### src/rtl/uart_tx_engine.sv
module uart_tx_engine #(
  parameter int DATA_BITS = 8
) (
  input  logic                 clk,
  input  logic                 rst_n,
  input  logic                 baud_tick,
  input  logic                 cmd_enable,
  input  logic                 cmd_disable,
  input  logic                 cmd_reset,
  input  logic [2:0]           parity_mode,
  input  logic                 wr_en,
  input  logic [DATA_BITS-1:0] wr_data,
  output logic                 tx_ready,
  output logic                 tx_empty,
  output logic                 txd
);
  localparam int FRAME_W = DATA_BITS + 3;
  localparam int CNT_W   = $clog2(FRAME_W + 1);

  logic                 enabled;
  logic                 hold_full;
  logic [DATA_BITS-1:0] hold_q;
  logic                 busy;
  logic [FRAME_W-1:0]   shreg;
  logic [CNT_W-1:0]     bits_left;

  logic               par_on, par_bit, load, accept;
  logic [FRAME_W-1:0] frame_next;
  logic [CNT_W-1:0]   len_next;

  always_comb begin
    par_on  = 1'b1;
    par_bit = 1'b0;
    case (parity_mode)
      3'd1:    par_bit = ^hold_q;
      3'd2:    par_bit = ~^hold_q;
      3'd3:    par_bit = 1'b0;
      3'd4:    par_bit = 1'b1;
      default: par_on  = 1'b0;
    endcase
  end

  assign frame_next = par_on ? {1'b1, par_bit, hold_q, 1'b0} : {2'b11, hold_q, 1'b0};
  assign len_next   = par_on ? CNT_W'(FRAME_W) : CNT_W'(FRAME_W - 1);

  assign load     = baud_tick && hold_full && (!busy || bits_left == CNT_W'(1));
  assign accept   = wr_en && tx_ready;
  assign tx_ready = enabled && !hold_full;
  assign tx_empty = !hold_full && !busy;
  assign txd      = busy ? shreg[0] : 1'b1;

  always_ff @(posedge clk) begin
    if (!rst_n || cmd_reset) begin
      enabled   <= 1'b0;
      hold_full <= 1'b0;
      hold_q    <= '0;
      busy      <= 1'b0;
      shreg     <= '1;
      bits_left <= '0;
    end else begin
      if (cmd_disable)     enabled <= 1'b0;
      else if (cmd_enable) enabled <= 1'b1;

      if (load) begin
        shreg     <= frame_next;
        bits_left <= len_next;
        busy      <= 1'b1;
      end else if (baud_tick && busy) begin
        shreg     <= {1'b1, shreg[FRAME_W-1:1]};
        bits_left <= bits_left - CNT_W'(1);
        if (bits_left == CNT_W'(1)) busy <= 1'b0;
      end

      if (accept) begin
        hold_full <= 1'b1;
        hold_q    <= wr_data;
      end else if (load) begin
        hold_full <= 1'b0;
      end
    end
  end
endmodule

### config.mk
export PLATFORM = sky130hd
export DESIGN_NAME = uart_tx_engine
export DESIGN_NICKNAME = d
export VERILOG_FILES = /design/src/rtl/uart_tx_engine.sv
export SDC_FILE = /design/constraint.sdc
export NUM_CORES = 1
export LEC_CHECK = 0
export ABC_AREA = 1
export BUFFER_PORTS_ARGS = -buffer_cell sky130_fd_sc_hd__buf_2
export CAP_MARGIN = 20
export CORE_MARGIN = 2
export CORE_UTILIZATION = 58
export CTS_CLUSTER_DIAMETER = 120
export DETAILED_ROUTE_END_ITERATION = 10
export PLACE_DENSITY = 0.81
export REMOVE_ABC_BUFFERS = 1
export SLEW_MARGIN = 40
export SYNTH_ARGS = -nofsm -noshare
export SYNTH_HDL_FRONTEND = slang
export SYNTH_SLANG_ARGS = --single-unit
### constraint.sdc
create_clock -name clk -period 3.5 [get_ports clk]
set_input_delay 0.175 -clock clk [delete_from_list [all_inputs] [get_ports clk]]
set_output_delay 0.175 -clock clk [all_outputs]
set_load 0.1 [all_outputs]
==> results.ini <==
[sta]
fin_crit_sh=0.5021
worst_pin_slew_ns=0.7553
maxSlewViolCount=0
slew_headroom=0.4931
period_needed_ns=1.757
rsz0062_at_grt=no
finalSetupTns_ns=0
setup_viol=0
fmax_mhz=569.0
hold_viol=0
clock_skew_ns=0.008848

[placement]
placed_area_um2=1331
place_congestion=0.7749
place_hpwl_um=1814
io_buffers=20

[yosys]
synth-simple-area-share=0.2297
syn_area_per_cell_um2=6.878
synth_xor_area_frac=0.01423
ys_ff_latch=25
synth_area_um2=1231
seq_area_frac_synth=0.4065
syn_inst=179
ys_types=26
synth.area.mux_share=0
yosysWarnings=0
synth_top_family_by_area=compound AO/OA/AOI/OAI gates
synth_compound_area_frac=0.2348
synth_fa_ha_area_frac=0.02033

[routing]
drtAntennaViolNets=0
vias=1179
drtIter0Drc=30
wl_per_cell_um=10.94
drc_errors=0
via_per_inst=5.217
dr.pass1.iters=4
drt-total-wl_um=2472

[floorplan]
rows=16
die_w_um=50.08
core_um2=1982
start_util=0.6212
dieArea_um2=2508
design.portCount=21
die_y_um=50.08

[pwr]
p_leak_nw=0.5717
peakVddDrop_mv=0.3044
total_power_uw=462.2
p_per_area_nw_per_um2=337.1

[grt]
grtUsageTotal=0.2306
gr-total-overflow=0
grt_max_degree=18
grt_pass1_vias=1090
grt_pass1_wl_um=4533
antenna_found_initial=0

[cells_and_area]
finalInstanceArea_um2=1371
antennaDiodeCount=0
syn2layout_area_growth_pct=11.38
fin_nets=220
drive_gt1_frac=0.1759

[worst_setup_path]
end_kind=flop
cp.required_ns=3.76
worstSetupStartpointType=flop
worstSetupPathType=reg -> reg
cp_max_fo=15
cp_data_arrival_time_ns=2.02

[clocking]
cts_tree=built
worstSkewPairLatency_ns=0.33
cts_inserted_buffers=3
clk_pin_slew_ns=0.14
cts_sinks=25
cts_max_path_buffers=2
cts_root_buf=clkbuf_4
htreeDepth=1

[run_status]
outcome=completed

[hold_path]
hold_class=in -> reg

[job]
cap_violations=0

## where the power goes
part	total, mW	switching (mW)	leakage [nW]	internal [mW]
Clock	0.140	0.0959	0.0139	0.0438
Combinational	0.0346	0.0208	0.356	0.0138
Sequential	0.288	0.00142	0.202	0.286
## cell usage after synthesis
cell type,count,area (um^2)
nand2_1,42,157.7
dfxtp_1,25,500.5
a21oi_1,20,100.1
o21ai_0,19,95.09
inv_1,18,67.56
nor2_1,15,56.30
o21ai_1,11,55.05
buf_2,3,15.01
inv_2,3,11.26
nand2_2,3,18.77
nand3_1,3,15.01
ha_1,2,25.02
xnor2_1,2,17.52
a211oi_1,1,7.510
a21oi_2,1,8.760
a31oi_1,1,6.260
buf_4,1,7.510
buf_6,1,11.26
clkinv_1,1,3.750
nand3_2,1,10.01
nand4_1,1,6.260
nor2_2,1,6.260
o211ai_1,1,7.510
o21ai_2,1,8.760
or2_0,1,6.260
or2_2,1,6.260
## area by class of cell
cell class              count  area [um^2]
well taps                  27        33.78
clock inverters             1        7.507
inverters                  22        82.58
multi-input cells         127        614.3
flip-flops and latches     25        500.5
repair buffers             21        110.1
clock buffers               3        22.52
fillers                   184        610.6
## layout by cell type, fill, tap and decap left out, types with 2 or more instances in the layout
| master | count |
|---|---|
| nand2_1 | 42 |
| dfxtp_1 | 25 |
| a21oi_1 | 20 |
| buf_2 | 20 |
| o21ai_0 | 19 |
| inv_1 | 18 |
| nor2_1 | 15 |
| o21ai_1 | 11 |
| nand2_2 | 3 |
| inv_2 | 3 |
| nand3_1 | 3 |
| clkbuf_4 | 3 |
| xnor2_1 | 2 |
| ha_1 | 2 |
## final timing paths
check	depth (start not counted)	startpoint	endpoint	slack (ns)
max	5	hold_full	bits_left[2]	1.74
max reg2reg	5	hold_full	bits_left[2]	1.74
min reg2reg	2	shreg[0]	shreg[0]	0.49
min	3	cmd_enable	enabled	0.09
## logic make-up after synthesis
| logic type | Yosys count |
|---|---|
| adders and majority gates | 2 |
| buffers and inverters | 27 |
| AOI/OAI and AO/OA | 55 |
| and+or+nand+nor | 68 |
| DFF | 25 |
| xor gates and xnor gates | 2 |
## metrics by stage
step / setup slack, ns / util / hold WS, ns / std cells
4_1_cts: 1.733 / 0.6919 / 0.09036 / 226
6_report: 1.743 / 0.6919 / 0.08533 / 226
5_1_grt: 1.540 / 0.6919 / 0.1213 / 226
3_5_place_dp: 1.766 / 0.6717 / 0.3422 / 221
3_3_place_gp: 1.852 / 0.6717 / 0.3331 / 221
2_1_floorplan: 0.9834 / - / 0.2474 / 174
## registers in the layout (all words and copies together), names as in the netlist
name       cells
bits_left      4
hold_full      1
shreg         10
busy           1
hold_q         8
enabled        1
## metal layers
layer,global-route usage,vias up,part of all wire
li1,-,621,-
met1,0.3080,517,0.48
met2,0.3860,36,0.45
met3,0.03636,5,0.057
met4,0.05556,0,0.011
met5,0,-,0
## critical path, cell delays in order (launching register included)
cell,delay [ns]
dfxtp_1,0.39
o21ai_1,0.63
inv_2,0.26
nand2_1,0.14
o21ai_0,0.08
a211oi_1,0.19
## repair_timing
| item | in CTS | in global routing |
|---|---|---|
| hold buffers | 1 | 0 |
| resized for setup | 0 | 0 |
| setup buffers | 0 | 0 |
| hold endpoints to repair | 1 | 0 |
Power figures use the tool's default switching activity.
